===== config.mk =====
export PLATFORM = sky130hd
export DESIGN_NAME = dfault_unit
export DESIGN_NICKNAME = d
export VERILOG_FILES = /design/src/rtl/dfault_pkg.sv /design/src/rtl/dfault_mode_sel.sv /design/src/rtl/dfault_check.sv /design/src/rtl/dfault_regs.sv /design/src/rtl/dfault_unit.sv
export SDC_FILE = /design/constraint.sdc
export NUM_CORES = 1
export LEC_CHECK = 0
export ABC_AREA = 1
export BUFFER_PORTS_ARGS = -buffer_cell sky130_fd_sc_hd__buf_2
export CORE_AREA = 2 2 151 153
export CTS_BUF_LIST = sky130_fd_sc_hd__clkbuf_4 sky130_fd_sc_hd__clkbuf_8 sky130_fd_sc_hd__clkbuf_16
export DETAILED_ROUTE_END_ITERATION = 7
export DIE_AREA = 0 0 153 155
export PLACE_DENSITY = 0.7
export SLEW_MARGIN = 20
export SYNTH_ARGS = -nofsm -noshare
export SYNTH_HDL_FRONTEND = slang
export SYNTH_SLANG_ARGS = --single-unit

===== constraint.sdc =====
create_clock -name clk -period 2.4 [get_ports clk]
set_clock_uncertainty 0.05 [all_clocks]
set_input_delay 0.48 -clock clk [delete_from_list [all_inputs] [get_ports clk]]
set_output_delay 0.48 -clock clk [all_outputs]
set_load 0.01 [all_outputs]

===== src/rtl/dfault_pkg.sv =====
package dfault_pkg;
  typedef enum logic [1:0] {
    MODE_KERN = 2'd0,
    MODE_EXEC = 2'd1,
    MODE_SUPV = 2'd2,
    MODE_USER = 2'd3
  } mode_e;

  typedef enum logic [2:0] {
    FT_NONE     = 3'd0,
    FT_ACV      = 3'd1,
    FT_FAULT    = 3'd2,
    FT_MISS     = 3'd3,
    FT_PTE_MISS = 3'd4
  } ftype_e;

  localparam int NCAUSE   = 6;
  localparam int CB_WR    = 0;
  localparam int CB_ACV   = 1;
  localparam int CB_FOR   = 2;
  localparam int CB_FOW   = 3;
  localparam int CB_MISS  = 4;
  localparam int CB_BADVA = 5;
endpackage


===== src/rtl/dfault_mode_sel.sv =====
module dfault_mode_sel
  import dfault_pkg::*;
(
  input  logic [1:0] cur_mode,
  input  logic [1:0] alt_mode,
  input  logic       priv_state,
  input  logic       req_alt,
  output logic [1:0] eff_mode
);
  // privileged code uses kernel or alternate mode
  always_comb begin
    if (!priv_state)  eff_mode = cur_mode;
    else if (req_alt) eff_mode = alt_mode;
    else              eff_mode = MODE_KERN;
  end
endmodule


===== src/rtl/dfault_check.sv =====
module dfault_check
  import dfault_pkg::*;
#(
  parameter int VA_W    = 64,
  parameter int VA_IMPL = 43,
  parameter int PG_BITS = 13,
  parameter int PA_W    = 44
) (
  input  logic [VA_W-1:0]         va,
  input  logic                    is_store,
  input  logic                    vpte,
  input  logic                    sp_enable,
  input  logic [1:0]              cur_mode,
  input  logic [1:0]              eff_mode,
  input  logic                    tlb_hit,
  input  logic [PA_W-PG_BITS-1:0] tlb_ppn,
  input  logic [3:0]              tlb_rd_en,
  input  logic [3:0]              tlb_wr_en,
  input  logic                    tlb_for,
  input  logic                    tlb_fow,
  output logic [PA_W-1:0]         pa,
  output logic [2:0]              ftype,
  output logic [NCAUSE-1:0]       cause
);
  localparam int HI_W = VA_W - VA_IMPL + 1;

  logic [HI_W-1:0] va_hi;
  logic            va_ok;
  logic            sp_hit;
  logic [PA_W-1:0] tlb_pa;

  assign va_hi  = va[VA_W-1:VA_IMPL-1];
  assign va_ok  = (&va_hi) | ~(|va_hi);
  assign sp_hit = sp_enable && (va[VA_IMPL-1 -: 2] == 2'b10);
  assign tlb_pa = {tlb_ppn, va[PG_BITS-1:0]};

  always_comb begin
    cause = '0;
    ftype = FT_NONE;
    pa    = '0;
    if (!va_ok) begin
      cause[CB_WR]    = is_store;
      cause[CB_ACV]   = 1'b1;
      cause[CB_BADVA] = 1'b1;
      ftype           = FT_FAULT;
    end else if (sp_hit) begin
      if (cur_mode != MODE_KERN) begin
        cause[CB_WR]  = is_store;
        cause[CB_ACV] = 1'b1;
        ftype         = FT_ACV;
      end else begin
        pa = va[PA_W-1:0];
      end
    end else if (!tlb_hit) begin
      cause[CB_WR]   = is_store;
      cause[CB_MISS] = 1'b1;
      ftype          = vpte ? FT_PTE_MISS : FT_MISS;
    end else if (is_store) begin
      if (!tlb_wr_en[eff_mode]) begin
        cause[CB_WR]  = 1'b1;
        cause[CB_ACV] = 1'b1;
        cause[CB_FOW] = tlb_fow;
        ftype         = FT_FAULT;
      end else if (tlb_fow) begin
        cause[CB_WR]  = 1'b1;
        cause[CB_FOW] = 1'b1;
        ftype         = FT_FAULT;
      end else begin
        pa = tlb_pa;
      end
    end else begin
      if (!tlb_rd_en[eff_mode]) begin
        cause[CB_ACV] = 1'b1;
        cause[CB_FOR] = tlb_for;
        ftype         = FT_ACV;
      end else if (tlb_for) begin
        cause[CB_FOR] = 1'b1;
        ftype         = FT_FAULT;
      end else begin
        pa = tlb_pa;
      end
    end
  end
endmodule


===== src/rtl/dfault_regs.sv =====
module dfault_regs #(
  parameter int VA_W = 64,
  parameter int ST_W = 17
) (
  input  logic            clk,
  input  logic            rst_n,
  input  logic            fire,
  input  logic            fva_rd,
  input  logic [VA_W-1:0] va,
  input  logic [ST_W-1:0] status,
  input  logic [VA_W-1:0] form,
  output logic [VA_W-1:0] fault_va,
  output logic [ST_W-1:0] mm_status,
  output logic [VA_W-1:0] va_form,
  output logic            locked
);
  logic lock_held;
  logic capture;

  assign lock_held = locked & ~fva_rd;
  assign capture   = fire & ~lock_held;

  always_ff @(posedge clk or negedge rst_n) begin
    if (!rst_n) begin
      fault_va  <= '0;
      mm_status <= '0;
      va_form   <= '0;
      locked    <= 1'b0;
    end else begin
      locked <= capture | lock_held;
      if (capture) begin
        fault_va  <= va;
        mm_status <= status;
        va_form   <= form;
      end
    end
  end


  hold_while_locked_chk: assert property (@(posedge clk) disable iff (!rst_n)
    locked && !fva_rd |=> $stable(fault_va) && $stable(mm_status) && $stable(va_form) && locked);

  lock_on_fault_chk: assert property (@(posedge clk) disable iff (!rst_n)
    fire |=> locked);

  unlock_on_read_chk: assert property (@(posedge clk) disable iff (!rst_n)
    fva_rd && !fire |=> !locked);
endmodule


===== src/rtl/dfault_unit.sv =====
module dfault_unit
  import dfault_pkg::*;
#(
  parameter int VA_W    = 64,
  parameter int VA_IMPL = 43,
  parameter int PG_BITS = 13,
  parameter int PA_W    = 44,
  parameter int OPC_W   = 6,
  parameter int REG_W   = 5
) (
  input  logic                    clk,
  input  logic                    rst_n,
  input  logic                    req_valid,
  output logic                    req_ready,
  input  logic [VA_W-1:0]         req_va,
  input  logic                    req_store,
  input  logic                    req_alt,
  input  logic                    req_vpte,
  input  logic [OPC_W-1:0]        req_opcode,
  input  logic [REG_W-1:0]        req_dest,
  input  logic [1:0]              cur_mode,
  input  logic [1:0]              alt_mode,
  input  logic                    priv_state,
  input  logic                    sp_enable,
  input  logic [VA_W-1:0]         pt_base,
  input  logic                    tlb_hit,
  input  logic [PA_W-PG_BITS-1:0] tlb_ppn,
  input  logic [3:0]              tlb_rd_en,
  input  logic [3:0]              tlb_wr_en,
  input  logic                    tlb_for,
  input  logic                    tlb_fow,
  output logic                    res_valid,
  input  logic                    res_ready,
  output logic [PA_W-1:0]         res_pa,
  output logic [2:0]              res_ftype,
  input  logic                    fva_rd,
  output logic [VA_W-1:0]         fault_va,
  output logic [OPC_W+REG_W+NCAUSE-1:0] mm_status,
  output logic [VA_W-1:0]         va_form,
  output logic                    fault_locked
);
  localparam int ST_W  = OPC_W + REG_W + NCAUSE;
  localparam int VPN_W = VA_IMPL - PG_BITS;

  logic [1:0]        eff_mode;
  logic [PA_W-1:0]   chk_pa;
  logic [2:0]        chk_ftype;
  logic [NCAUSE-1:0] chk_cause;
  logic              accept;
  logic              fire;
  logic [ST_W-1:0]   status_word;
  logic [VA_W-1:0]   form_word;
  logic [VPN_W-1:0]  vpn;

  dfault_mode_sel u_mode (
    .cur_mode   (cur_mode),
    .alt_mode   (alt_mode),
    .priv_state (priv_state),
    .req_alt    (req_alt),
    .eff_mode   (eff_mode)
  );

  dfault_check #(
    .VA_W(VA_W), .VA_IMPL(VA_IMPL), .PG_BITS(PG_BITS), .PA_W(PA_W)
  ) u_check (
    .va        (req_va),
    .is_store  (req_store),
    .vpte      (req_vpte),
    .sp_enable (sp_enable),
    .cur_mode  (cur_mode),
    .eff_mode  (eff_mode),
    .tlb_hit   (tlb_hit),
    .tlb_ppn   (tlb_ppn),
    .tlb_rd_en (tlb_rd_en),
    .tlb_wr_en (tlb_wr_en),
    .tlb_for   (tlb_for),
    .tlb_fow   (tlb_fow),
    .pa        (chk_pa),
    .ftype     (chk_ftype),
    .cause     (chk_cause)
  );

  assign req_ready   = !res_valid || res_ready;
  assign accept      = req_valid && req_ready;
  assign fire        = accept && (chk_ftype != FT_NONE);
  assign vpn         = req_va[VA_IMPL-1:PG_BITS];
  assign status_word = {req_opcode, req_dest, chk_cause};
  assign form_word   = pt_base | (VA_W'(vpn) << 3);

  dfault_regs #(.VA_W(VA_W), .ST_W(ST_W)) u_regs (
    .clk       (clk),
    .rst_n     (rst_n),
    .fire      (fire),
    .fva_rd    (fva_rd),
    .va        (req_va),
    .status    (status_word),
    .form      (form_word),
    .fault_va  (fault_va),
    .mm_status (mm_status),
    .va_form   (va_form),
    .locked    (fault_locked)
  );

  always_ff @(posedge clk or negedge rst_n) begin
    if (!rst_n) begin
      res_valid <= 1'b0;
      res_pa    <= '0;
      res_ftype <= FT_NONE;
    end else if (req_ready) begin
      res_valid <= req_valid;
      if (req_valid) begin
        res_pa    <= chk_pa;
        res_ftype <= chk_ftype;
      end
    end
  end


  stall_hold_chk: assert property (@(posedge clk) disable iff (!rst_n)
    res_valid && !res_ready |=> res_valid && $stable(res_pa) && $stable(res_ftype));

  fault_pa_zero_chk: assert property (@(posedge clk) disable iff (!rst_n)
    res_valid && (res_ftype != FT_NONE) |-> res_pa == '0);

  miss_not_acv_chk: assert property (@(posedge clk) disable iff (!rst_n)
    req_valid |-> !(chk_cause[CB_MISS] && chk_cause[CB_ACV]));

  clean_cause_chk: assert property (@(posedge clk) disable iff (!rst_n)
    req_valid && (chk_ftype == FT_NONE) |-> chk_cause == '0);
endmodule


# Word-level counts from Yosys, hierarchy flattened
# Cells that the tools add are included.
[op_classes]
n_lt_le_gt_ge = 1
eq_ne = 1
muxes = 45
bitwise = 8
reduce_logical = 10
[op_table]
columns = ["op", "n"]
rows = [
  ["$mux W44", 9],
  ["$or A64 B33 Y64", 1],
  ["$mux W3", 10],
  ["$reduce_and A22 Y1", 1],
  ["$reduce_or A22 Y1", 1],
  ["$mux W1", 17],
  ["$mux W2", 7],
  ["$bmux W1 S2", 2],
  ["$logic_and A1 B1 Y1", 3],
  ["$lt A2 B3 Y1 const B", 1],
  ["$not A1 Y1", 3],
  ["$reduce_bool A3 Y1", 1],
  ["$and A1 B1 Y1", 2],
  ["$eq A2 B2 Y1 const B", 1],
  ["$or A1 B1 Y1", 2],
  ["$reduce_and A2 Y1", 1],
  ["$reduce_bool A2 Y1", 1],
  ["$logic_not A1 Y1", 1],
  ["$logic_or A1 B1 Y1", 1],
]
[totals]
regBits = 194
inputBits = 195
output_inout_bits = 195

# Logic depth before layout (Yosys ltp)
# Gate-level depths: netlist of run 1.
[logic_depth]
depth_word = 13
ltp_mapped = 17
mapped_depth_nobuf = 14

# Cells and area by module
# A second synthesis of run 1 with hierarchy kept.
[unflattened]
hier_cells = 1170
hier_area_um2 = 9371.5
[by_module_without_submodules]
columns = ["mod", "n_inst", "cells_per_inst", "area_per_inst_um2", "seq_area_each_um2"]
rows = [
  ["dfault_regs", 1, 633, 5770.5, 3653.5],
  ["dfault_unit", 1, 240, 2108.3, 1201.2],
  ["dfault_check", 1, 290, 1463.9, 0.0],
  ["dfault_mode_sel", 1, 7, 28.8, 0.0],
]

# Least setup slack after synthesis of run 1
# Ideal clock, no wire load.
[synth_path]
path_type = "input -> register"
startpoint = "in req_va[42]"
endpoint = "reg res_pa[10]"
arrival_ps = 1817
t_required_ps = 2284
path_slack_ps = 467
path_stages = 9
path_buffers = 1
cell_sequence = "or2_1 > nor2_1 > nand3_1 > nand2_1 > inv_1 > nor2_1 > clkbuf_1 > nand3_1 > nand2_1"
[synth_via]
elab_chain_cells = 4
[synth_lines]
columns = ["item", "line_no", "text"]
rows = [
  ["from (decl)", "dfault_unit.sv:15", "input logic [VA_W-1:0] req_va,"],
  ["$reduce_or A22 Y1 / $eq A2 B2 Y1 (equally long branches)", "dfault_check.sv:33, dfault_check.sv:34", ""],
  ["$not A1 Y1 / $logic_and A1 B1 Y1 (equally long branches)", "dfault_check.sv:33, dfault_check.sv:34", ""],
  ["$or A1 B1 Y1 / $mux W44 (equally long branches)", "dfault_check.sv:33, dfault_check.sv:46", ""],
  ["$mux W44 (*)", "dfault_check.sv:41", "if (!va_ok) begin"],
  ["to (signal assigned)", "dfault_unit.sv:112", "res_pa <= chk_pa;"],
  ["to (decl)", "dfault_unit.sv:34", "output logic [PA_W-1:0] res_pa,"],
]
# Every way passes the cells marked *; elsewhere a longest branch is shown, timed or not.
# A chain may end at the register's enable or synchronous reset.

# Final worst setup path of run 1
[layout_path]
startpoint = "in priv_state"
endpoint = "reg u_regs.va_form[47]"
[layout_via]
elab_chain_cells = 11
[layout_lines]
columns = ["item", "line_no", "text"]
rows = [
  ["from (decl)", "dfault_unit.sv:23", "input logic priv_state,"],
  ["$mux W2 (*)", "dfault_mode_sel.sv:12", "if (!priv_state) eff_mode = cur_mode;"],
  ["$bmux W1 S2 (on tied branches)", "dfault_check.sv:72, dfault_check.sv:59", ""],
  ["$mux W1 (on tied branches)", "dfault_check.sv:72, dfault_check.sv:59", ""],
  ["$mux W3 (on tied branches)", "dfault_check.sv:72, dfault_check.sv:59", ""],
  ["$mux W3 (*)", "dfault_check.sv:58", "end else if (is_store) begin"],
  ["$mux W3 (*)", "dfault_check.sv:54", "end else if (!tlb_hit) begin"],
  ["$mux W3 (*)", "dfault_check.sv:46", "end else if (sp_hit) begin"],
  ["$mux W3 (*)", "dfault_check.sv:41", ""],
  ["$reduce_bool A3 Y1 (*)", "dfault_unit.sv:85", "assign fire = accept && (chk_ftype != FT_NONE);"],
  ["$logic_and A1 B1 Y1 (*)", "dfault_unit.sv:85", ""],
  ["$and A1 B1 Y1 (*)", "dfault_regs.sv:21", "assign capture = fire & ~lock_held;"],
  ["to (signal assigned)", "dfault_regs.sv:34", "va_form <= form;"],
  ["to (decl)", "dfault_regs.sv:14", "output logic [VA_W-1:0] va_form,"],
]
# Every way passes the cells marked *; elsewhere a longest branch is shown, timed or not. The select of a mux whose other input is x is not followed.

==> run_results.csv, run 1 <==
group,metric,value,unit
outcome,run_status,"finished, final reports clean",
synthesis,synth_warnings,0,
place,place.detailed.hpwl,20530,µm
cts,clk-insertion-delay-late,430,ps
power,p_per_area,738.5,nW/µm²
route,detailedRoute.firstIterationViolations,532,
critical_path,path_cells,"buf_2 -> or2_0 -> nand2_1 -> nand3_1 -> nand3_1 -> nand2_1 -> a21oi_1 -> nand2_4 -> nand3_4 -> buf_12 -> nand2_1 -> nand2_1",
cts,buffers_inserted_during_post_cts_setup_optimization,0,
critical_path,internal_reg_to_reg_setup_slack,830,ps
floorplan,floorplan.die.width,153,µm
power,leakage_power,0.006860,µW
cts,clock_tree_from_tritoncts,"built",
hold_path,hp-class,"primary input to flip-flop",
timing,period_share,0.7753,
route,routed-via-count,8992,
critical_path,timing.rr.start,"res_valid",
synthesis,postSynthNetCount,1303,
hold_path,hp-start,"req_va[6]",
timing,min_period,1861,ps
route,routedWlPerCell,16.62,µm
synthesis,synth_cells,1108,
critical_path,cp.buffers_inverters,2,
global_routing,maximum_number_of_pins_on_one_net_before_global_route_repair,79,
final_layout,nNetsFinal,1657,
synthesis,synth_area_per_cell,8.079,µm²
critical_path,sort_of_element_at_the_start_of_the_critical_path,"primary input",
cts,clk_path_buf_depth,2,
route,remaining_drc_errors,0,
hold_path,worstHoldPathCells,3,
final_layout,finish.utilization,0.5349,
timing,tightestPinTransition,533.8,ps
timing,fin_tns_setup,0,ps
critical_path,cp-end-kind,"flip-flop",
floorplan,boundaryPins,390,
critical_path,worst_setup_path_startpoint,"priv_state",
cts,numCtsBuffers,17,
job,cap_violations,0,
critical_path,worst-path-stages,12,
timing,finalSetupViolations,0,
route,route.final.wire_length,29260,µm
place,dp_worst_setup_slack,91.33,ps
global_routing,grt_overflow_total,0,
global_routing,gr-usage-all-layers,0.2445,
critical_path,crit_fanout,55,
global_routing,first_global_vias,8556,
cts,clock-root-buffer,"sky130_fd_sc_hd__clkbuf_16",
cts,cts_num_sinks,194,
synthesis,syn_area,8951,µm²
critical_path,critical_path_class,"primary input to flip-flop",
critical_path,cpMaxStageDelayCell,"sky130_fd_sc_hd__buf_12",
global_routing,antenna_found_initial,1,
critical_path,cp_data_required_time,2720,ps
floorplan,die_h,155,µm
cts,cts_htree_levels,4,
route,dr.pass1.iters,5,
timing,hold_slack,231.5,ps
route,antenna_violating_nets_post_route,0,
final_layout,drive_above_1_share,0.3308,
global_routing,grt_pass1_wl,46350,µm
synthesis,yosysSeqAreaShare,0.5424,
critical_path,reg2reg_depth,6,
timing,post-route-worst-setup-slack,539.4,ps
power,ir_worst_vdd,0.4914,mV
timing,fmax,537.5,MHz
synthesis,distinct_cells_synth,26,
timing,drv_slew,0,
floorplan,core_area,22230,µm²
critical_path,timing.critical_path.mode_cell,"sky130_fd_sc_hd__nand2_1",
route,vias_per_cell,5.106,
critical_path,worst_path_largest_cell_delay,260,ps
floorplan,floorplan.die_area,23720,µm²
floorplan,placement_rows,55,
timing,slew_headroom,0.6442,
timing,final_hold_viol_count,0,
floorplan,floorplan.initialDensity,0.4027,
place,gp_congestion,0.8764,
final_layout,layout_filler_cell_count,2103,
place,io_buffers,389,
timing,grt_setup_unrepaired,"no",
cts,cts.reportedPaths.clkPinSlew,80,ps
critical_path,timing.critical_path.max_delay_family,"simple AND/OR/NAND/NOR gates",
critical_path,timing.critical_path.arrival,2180,ps
final_layout,areaGrowthSynthToFinish,32.82,%
synthesis,number_of_storage_elements_in_the_synthesis_netlist,194,
cell usage after synthesis:
master,count,area [µm²]
sky130_fd_sc_hd__or2_2,30,187.7
sky130_fd_sc_hd__nand2_4,1,11.26
sky130_fd_sc_hd__buf_2,29,145.1
sky130_fd_sc_hd__clkbuf_2,1,5.000
sky130_fd_sc_hd__nand3_1,30,150.1
sky130_fd_sc_hd__nor2_1,29,108.9
sky130_fd_sc_hd__nand2_2,1,6.260
sky130_fd_sc_hd__inv_2,1,3.750
sky130_fd_sc_hd__a21boi_1,1,7.510
sky130_fd_sc_hd__dfrtp_1,194,4855
sky130_fd_sc_hd__buf_1,1,3.750
sky130_fd_sc_hd__buf_6,7,78.83
sky130_fd_sc_hd__nand3_2,3,30.03
sky130_fd_sc_hd__or2_1,1,6.260
sky130_fd_sc_hd__clkinv_1,1,3.750
sky130_fd_sc_hd__inv_1,48,180.2
sky130_fd_sc_hd__clkbuf_1,43,161.4
sky130_fd_sc_hd__nor3_1,3,15.01
sky130_fd_sc_hd__o2111ai_1,1,8.760
sky130_fd_sc_hd__a21oi_1,3,15.01
sky130_fd_sc_hd__o21ai_1,2,10.01
sky130_fd_sc_hd__nand4_1,146,913.4
sky130_fd_sc_hd__nand2_1,497,1866
sky130_fd_sc_hd__o21ai_0,33,165.2
sky130_fd_sc_hd__nand3b_1,1,7.510
sky130_fd_sc_hd__or2_0,1,6.260
repair_timing:
action	CTS	global route
gates resized for setup	0	0
hold buffers	1	0
endpoints found under the hold margin	50	0
worst register-to-register path: stages, from the launching register on:
cell and delay (ps):
sky130_fd_sc_hd__dfrtp_1 370, sky130_fd_sc_hd__nand2_1 130, sky130_fd_sc_hd__nand2_2 150, sky130_fd_sc_hd__inv_4 160
sky130_fd_sc_hd__buf_12 320, sky130_fd_sc_hd__nand4_1 220, sky130_fd_sc_hd__nand2_1 110
layout by cell type, fill, tap and decap left out, types with 2 or more instances in the layout:
cell / count
sky130_fd_sc_hd__dfrtp_1: 194
sky130_fd_sc_hd__clkinvlp_4: 2
sky130_fd_sc_hd__inv_8: 2
sky130_fd_sc_hd__inv_6: 5
sky130_fd_sc_hd__a21oi_1: 3
sky130_fd_sc_hd__or2_2: 30
sky130_fd_sc_hd__o21ai_1: 2
sky130_fd_sc_hd__nand3_2: 2
sky130_fd_sc_hd__clkinv_8: 3
sky130_fd_sc_hd__nor3_1: 3
sky130_fd_sc_hd__nand4_1: 146
sky130_fd_sc_hd__nand2_4: 3
sky130_fd_sc_hd__clkbuf_16: 17
sky130_fd_sc_hd__o21ai_0: 33
sky130_fd_sc_hd__nand2_1: 495
sky130_fd_sc_hd__buf_4: 12
sky130_fd_sc_hd__inv_1: 48
sky130_fd_sc_hd__nand3_1: 30
sky130_fd_sc_hd__buf_2: 388
sky130_fd_sc_hd__buf_12: 14
sky130_fd_sc_hd__nor2_1: 27
logic make-up (layout without fill, tap and decap cells):
family,Yosys count,in the layout,synth area share
and+or+nand+nor,743,743,0.3696
buffers and inverters,131,498,0.06500
other,0,1,0
DFF,194,194,0.5424
AOI/OAI and AO/OA,40,40,0.02306
power by group:
part / switching [µW] / total, µW / internal (µW)
registers: 243 / 3960 / 3720
logic: 1150 / 1900 / 751
clock network: 1420 / 2920 / 1500
total: 2810 / 8780 / 5970
metal layers:
metal / GRT usage / share of wire / up-vias
met5: 0 / 0 / -
met4: 0.08201 / 0.024 / 0
met3: 0.05543 / 0.071 / 41
met2: 0.4057 / 0.49 / 381
met1: 0.3188 / 0.42 / 4248
li1: - / - / 4322
path summary, 6_finish.rpt:
check,to
setup / recovery,u_regs.va_form[47]
hold / removal,res_pa[6]
setup reg to reg,u_regs.fault_va[63]
hold reg to reg,u_regs.fault_va[6]
max in group asynchronous,u_regs.fault_va[39]
min in group asynchronous,u_regs.va_form[56]
sequential cells by signal (all words and copies together) (netlist names):
name and count:
res_ftype 3, u_regs.va_form 64, res_pa 44, res_valid 1, u_regs.fault_va 64, u_regs.locked 1
u_regs.mm_status 17
through the flow:
step                      total power [µW]  area [µm²]  instances
final                                 8780       11890       1761
after global routing                  9250       11890       1761
after CTS                             8863       11890       1760
after detailed placement              5934       11270       1727
after global placement                5894       11270       1727
after floorplan                       4932        8951       1108
cell type report:
class,count,area [µm²],share of cell area
timing repair buffer,416,2336,0.1965
sequential,194,4855,0.4083
clock buffer,18,432.9,0.03641
antenna,1,2.502,0.0002105
clock inverter,14,168.9,0.01421
multi-input combinational,783,3547,0.2984
inverter,50,190.2,0.01600
tap,285,356.6,0.02999
Power figures use the tool's default switching activity.
==> run 2: changes to the inputs <==
CORE_AREA = 2 2 152 154   (was 2 2 151 153)
DIE_AREA = 0 0 154 156   (was 0 0 153 155)
PLACE_DENSITY = 0.72   (was 0.7)
clock period = 1.7 ns   (was 2.4 ns; I/O delays follow)
==> run_results.csv, run 2 (synthesis results as in run 1) <==
group,metric,value,unit
critical_path,worst-path-stages,14,
final_layout,mostFrequentLayoutCell,"sky130_fd_sc_hd__nand2_1",
critical_path,sort_of_element_at_the_start_of_the_critical_path,"primary input",
critical_path,cp-end-kind,"flip-flop",
floorplan,boundaryPins,390,
final_layout,drive_above_1_share,0.4364,
hold_path,worstHoldPathCells,3,
hold_path,hp-start,"req_va[4]",
critical_path,timing.critical_path.mode_cell,"sky130_fd_sc_hd__nand2_1",
floorplan,floorplan.die_area,24020,µm²
floorplan,placement_rows,55,
timing,period_share,1.027,
critical_path,critical_path_class,"primary input to flip-flop",
place,placed_cells_incl_taps,1774,
route,route.final.wire_length,32440,µm
route,dr.pass1.iters,6,
job,cap_violations,0,
timing,finalSetupViolations,59,
timing,grt_setup_unrepaired,"yes",
place,place.detailed.hpwl,21730,µm
floorplan,die_h,156,µm
critical_path,worst_path_largest_cell_delay,200,ps
cts,clk-insertion-delay-late,440,ps
cts,cts.reportedPaths.clkPinSlew,80,ps
cts,cts_htree_levels,4,
cts,cts_num_sinks,194,
global_routing,antenna_found_initial,3,
global_routing,gr-usage-all-layers,0.2424,
final_layout,nNetsFinal,1724,
final_layout,top_library_cells_by_usage_in_the_layout_fill_and_taps_aside,"401 x sky130_fd_sc_hd__nand2_1, 379 x sky130_fd_sc_hd__buf_2, 194 x sky130_fd_sc_hd__dfrtp_1",
final_layout,finalInstanceArea,13290,µm²
critical_path,cpMaxStageDelayCell,"sky130_fd_sc_hd__buf_12",
cts,clk_path_buf_depth,2,
timing,drv_slew,0,
timing,min_period,1746,ps
floorplan,floorplan.die.width,154,µm
critical_path,internal_reg_to_reg_setup_slack,30,ps
critical_path,timing.critical_path.max_delay_family,"simple AND/OR/NAND/NOR gates",
global_routing,grt_pass1_wl,46580,µm
critical_path,cp.buffers_inverters,3,
power,ir_worst_vdd,0.6875,mV
outcome,violations,"negative setup slack",
critical_path,crit_fanout,7,
cts,clock-root-buffer,"sky130_fd_sc_hd__clkbuf_16",
final_layout,largestRegisters,"u_regs.fault_va: 64 flops, u_regs.va_form: 64 flops, res_pa: 44 flops",
floorplan,core_area,22370,µm²
route,vias_per_cell,5.210,
power,leakage_power,0.007463,µW
critical_path,timing.rr.start,"res_valid",
critical_path,worst_setup_path_startpoint,"req_va[63]",
cts,numCtsBuffers,17,
critical_path,cp_data_required_time,1980,ps
route,detailedRoute.firstIterationViolations,688,
timing,tightestPinTransition,377.3,ps
hold_path,hp-class,"primary input to flip-flop",
route,antenna_violating_nets_post_route,0,
cts,clock_tree_from_tritoncts,"built",
timing,fmax,572.7,MHz
timing,hold_slack,94.12,ps
place,post_dp_cell_area,11730,µm²
outcome,run_status,"complete, but fails checks",
place,dp_worst_setup_slack,-462.6,ps
timing,final_hold_viol_count,0,
critical_path,reg2reg_depth,8,
timing,slew_headroom,0.7485,
global_routing,maximum_number_of_pins_on_one_net_before_global_route_repair,82,
timing,post-route-worst-setup-slack,-46.13,ps
route,remaining_drc_errors,0,
route,routedWlPerCell,17.73,µm
route,routed-via-count,9534,
global_routing,grt_overflow_total,0,
global_routing,first_global_vias,8875,
place,gp_congestion,0.8738,
place,io_buffers,389,
final_layout,fin_cells,1830,
critical_path,path_cells,"buf_2 -> nand2_2 -> nor2_2 -> nand2_1 -> nor2_2 -> nand2_2 -> a21boi_2 -> a21oi_2 -> nand2_4 -> nand3_4 -> buf_12 -> clkbuf_16 -> nand2_1 -> nand2_1",
floorplan,floorplan.initialDensity,0.4002,
power,p_per_area,991.8,nW/µm²
final_layout,areaGrowthSynthToFinish,48.48,%
critical_path,timing.critical_path.arrival,2020,ps
## run 2: final cells by class
type | count | area, µm²
fillers | 1985 | 9075
flip-flops and latches | 194 | 4855
multi-input cells | 784 | 4029
repair buffers | 482 | 3226
clock buffers | 18 | 432.9
well taps | 285 | 356.6
inverters | 50 | 192.7
clock inverters | 14 | 191.4
diodes | 3 | 7.507
## run 2: through the flow
stage | setup TNS, ps | total power (µW) | util
4_1_cts | 0 | 12740 | 0.5530
5_1_grt | -7668 | 13790 | 0.5941
2_1_floorplan | -4138 | 6969 | -
3_5_place_dp | -68840 | 8462 | 0.5245
3_3_place_gp | -62360 | 8404 | 0.5245
6_report | -926.3 | 13180 | 0.5942
## run 2: worst register-to-register path, stage by stage, from the launching register on
cell,delay [ps]
sky130_fd_sc_hd__dfrtp_1,390
sky130_fd_sc_hd__nand2_1,150
sky130_fd_sc_hd__nand2_2,140
sky130_fd_sc_hd__inv_4,160
sky130_fd_sc_hd__nand3_4,160
sky130_fd_sc_hd__buf_12,200
sky130_fd_sc_hd__clkbuf_16,170
sky130_fd_sc_hd__nand2_1,70
sky130_fd_sc_hd__nand2_1,60
## run 2: worst paths after layout
check | to
worst max register to register | u_regs.va_form[34]
min in group asynchronous | u_regs.va_form[57]
worst max-delay path | u_regs.va_form[34]
worst min-delay path | res_pa[4]
max in group asynchronous | u_regs.va_form[30]
worst min register to register | u_regs.va_form[28]
## run 2: repair_timing
item                                    CTS  global route
endpoints found under the setup margin    1           188
gates cloned                              0            15
hold buffers                              1             0
hold endpoints to repair                 29             0
gates resized for setup                   1           170
pin swaps                                 0            28
buffers inserted                          0             5
## run 2: report_power, final
part           internal [µW]  switching (µW)  total, µW  leakage (µW)
registers               5250             441       5690       0.00245
logic                   1380            1820       3190       0.00471
clock network           2270            2020       4300      0.000302
total                   8900            4280      13200       0.00746
## run 2: per-layer routing
layer,up-vias,global-route usage,part of all wire
li1,4463,-,-
met1,4566,0.3023,0.40
met2,436,0.4160,0.50
met3,69,0.05667,0.070
met4,0,0.08233,0.029
met5,-,0,0
==> run 3: changes to the inputs <==
SKIP_CTS_REPAIR_TIMING = 1   (was not set)
==> run_results.csv, run 3 (synthesis results as in run 1) <==
group,metric,value,unit
outcome,run_status,"complete, but fails checks",
outcome,violations,"negative setup slack",
critical_path,path_cells,"buf_2 -> nand2_2 -> nor2_2 -> nand2_1 -> nor2_2 -> nand2_2 -> a21boi_2 -> a21oi_2 -> nand2_4 -> nand3_4 -> buf_12 -> clkbuf_16 -> nand2_2 -> nand2_1",
place,post_dp_cell_area,11730,µm²
critical_path,critical_path_class,"primary input to flip-flop",
final_layout,drive_above_1_share,0.4351,
global_routing,grt_overflow_total,0,
route,routedWlPerCell,17.74,µm
timing,final_hold_viol_count,0,
place,io_buffers,389,
floorplan,floorplan.die.width,154,µm
final_layout,sequential_cell_area,4855,µm²
route,route.final.wire_length,32460,µm
final_layout,top_library_cells_by_usage_in_the_layout_fill_and_taps_aside,"403 x sky130_fd_sc_hd__nand2_1, 379 x sky130_fd_sc_hd__buf_2, 194 x sky130_fd_sc_hd__dfrtp_1",
job,cap_violations,0,
critical_path,cp_data_required_time,1980,ps
power,ir_worst_vdd,0.6849,mV
timing,finalSetupViolations,108,
global_routing,grt_pass1_wl,46510,µm
hold_path,timing.hold.worst_endpoint,"res_pa[4]",
place,place.detailed.hpwl,21730,µm
final_layout,mostFrequentLayoutCell,"sky130_fd_sc_hd__nand2_1",
critical_path,sort_of_element_at_the_start_of_the_critical_path,"primary input",
cts,clk-insertion-delay-late,440,ps
floorplan,placement_rows,55,
critical_path,cp.buffers_inverters,3,
route,detailedRoute.firstIterationViolations,714,
cts,cts_num_sinks,194,
global_routing,gr-usage-all-layers,0.2421,
timing,fin_tns_setup,-2959,ps
final_layout,finish.utilization,0.5924,
critical_path,reg2reg_to,"u_regs.fault_va[62]",
final_layout,layout_filler_cell_count,1988,
final_layout,nNetsFinal,1724,
cts,clock-root-buffer,"sky130_fd_sc_hd__clkbuf_16",
critical_path,crit_fanout,7,
cts,cts_htree_levels,4,
critical_path,timing.critical_path.max_delay_family,"simple AND/OR/NAND/NOR gates",
route,dr.pass1.iters,7,
timing,post-route-worst-setup-slack,-64.17,ps
timing,tightestPinTransition,378.8,ps
floorplan,floorplan.initialDensity,0.4002,
global_routing,antenna_found_initial,3,
final_layout,largestRegisters,"u_regs.fault_va: 64 flops, u_regs.va_form: 64 flops, res_pa: 44 flops",
critical_path,cpMaxStageDelayCell,"sky130_fd_sc_hd__buf_12",
final_layout,areaGrowthSynthToFinish,48.03,%
global_routing,first_global_vias,8859,
critical_path,cp-end-kind,"flip-flop",
route,antenna_violating_nets_post_route,0,
timing,fmax,566.8,MHz
floorplan,core_area,22370,µm²
final_layout,multi_input_area,3989,µm²
global_routing,maximum_number_of_pins_on_one_net_before_global_route_repair,82,
timing,slew_headroom,0.7475,
critical_path,reg2reg_depth,8,
route,routed-via-count,9511,
floorplan,die_h,156,µm
floorplan,boundaryPins,390,
critical_path,worst_path_largest_cell_delay,200,ps
cts,clock_tree_from_tritoncts,"built",
timing,grt_setup_unrepaired,"yes",
timing,drv_slew,0,
timing,min_period,1764,ps
hold_path,worstHoldPathCells,3,
power,p_per_area,992.7,nW/µm²
timing,period_share,1.038,
place,dp_worst_setup_slack,-462.6,ps
cts,cts.reportedPaths.clkPinSlew,80,ps
critical_path,timing.critical_path.arrival,2040,ps
power,total_power,13150,µW
critical_path,timing.critical_path.mode_cell,"sky130_fd_sc_hd__nand2_2",
route,remaining_drc_errors,0,
floorplan,floorplan.die_area,24020,µm²
place,gp_congestion,0.8738,
critical_path,internal_reg_to_reg_setup_slack,40,ps
hold_path,hp-class,"primary input to flip-flop",
cts,numCtsBuffers,17,
hold_path,hp-start,"req_va[4]",
route,vias_per_cell,5.197,
power,leakage_power,0.007439,µW
critical_path,timing.rr.start,"res_valid",
cts,clk_path_buf_depth,2,
final_layout,finalInstanceArea,13250,µm²
-- run 3: cell counts in the layout (fill, tap and decap cells not counted) --
No cell type changed its count.
-- run 3: through the flow --
stage                     hold slack [ps]  instances
final                               89.48       1830
after global routing                86.13       1829
after CTS                          -230.6       1806
after detailed placement            236.5       1774
after global placement              240.0       1774
after floorplan                    -5.591       1108
-- run 3: cell type report --
| type | instances | share of cell area |
|---|---|---|
| Inverter | 50 | 0.01454 |
| Timing Repair Buffer | 482 | 0.2434 |
| Sequential cell | 194 | 0.3664 |
| Clock inverter | 14 | 0.01445 |
| Multi-Input combinational cell | 784 | 0.3010 |
| Antenna cell | 3 | 0.0005666 |
| Tap cell | 285 | 0.02691 |
| Clock buffer | 18 | 0.03267 |
-- run 3: power breakdown --
part | leakage, µW | switching [µW] | total [µW] | internal (µW)
sequential | 0.00245 | 430 | 5680 | 5250
combinational | 0.00469 | 1810 | 3180 | 1370
clock | 0.000302 | 2020 | 4300 | 2270
total | 0.00744 | 4270 | 13200 | 8890
-- run 3: worst max path at each step --
stage,depth (start not counted),to,slack [ps],start
after CTS,12,u_regs.mm_status[14],-10,priv_state
after global routing,13,u_regs.mm_status[3],-110,req_va[63]
after global placement,12,u_regs.va_form[57],-390,priv_state
after detailed placement,12,u_regs.mm_status[14],-460,priv_state
final,14,u_regs.fault_va[62],-60,req_va[62]
after floorplan,14,u_regs.va_form[0],-50,cur_mode[1]
-- run 3: layer usage --
| metal | vias up | global-route usage | wire length, µm |
|---|---|---|---|
| li1 | 4465 | - | - |
| met1 | 4557 | 0.3019 | 13160 |
| met2 | 424 | 0.4153 | 16100 |
| met3 | 65 | 0.05667 | 2294 |
| met4 | 0 | 0.08233 | 908 |
| met5 | - | 0 | 0 |
-- run 3: worst register-to-register path: stages (launching register included) --
cell and delay [ps]:
sky130_fd_sc_hd__dfrtp_1 390, sky130_fd_sc_hd__nand2_1 150, sky130_fd_sc_hd__nand2_2 140, sky130_fd_sc_hd__inv_4 160
sky130_fd_sc_hd__nand3_4 160, sky130_fd_sc_hd__buf_12 200, sky130_fd_sc_hd__clkbuf_16 190, sky130_fd_sc_hd__nand2_2 70
sky130_fd_sc_hd__nand2_1 40
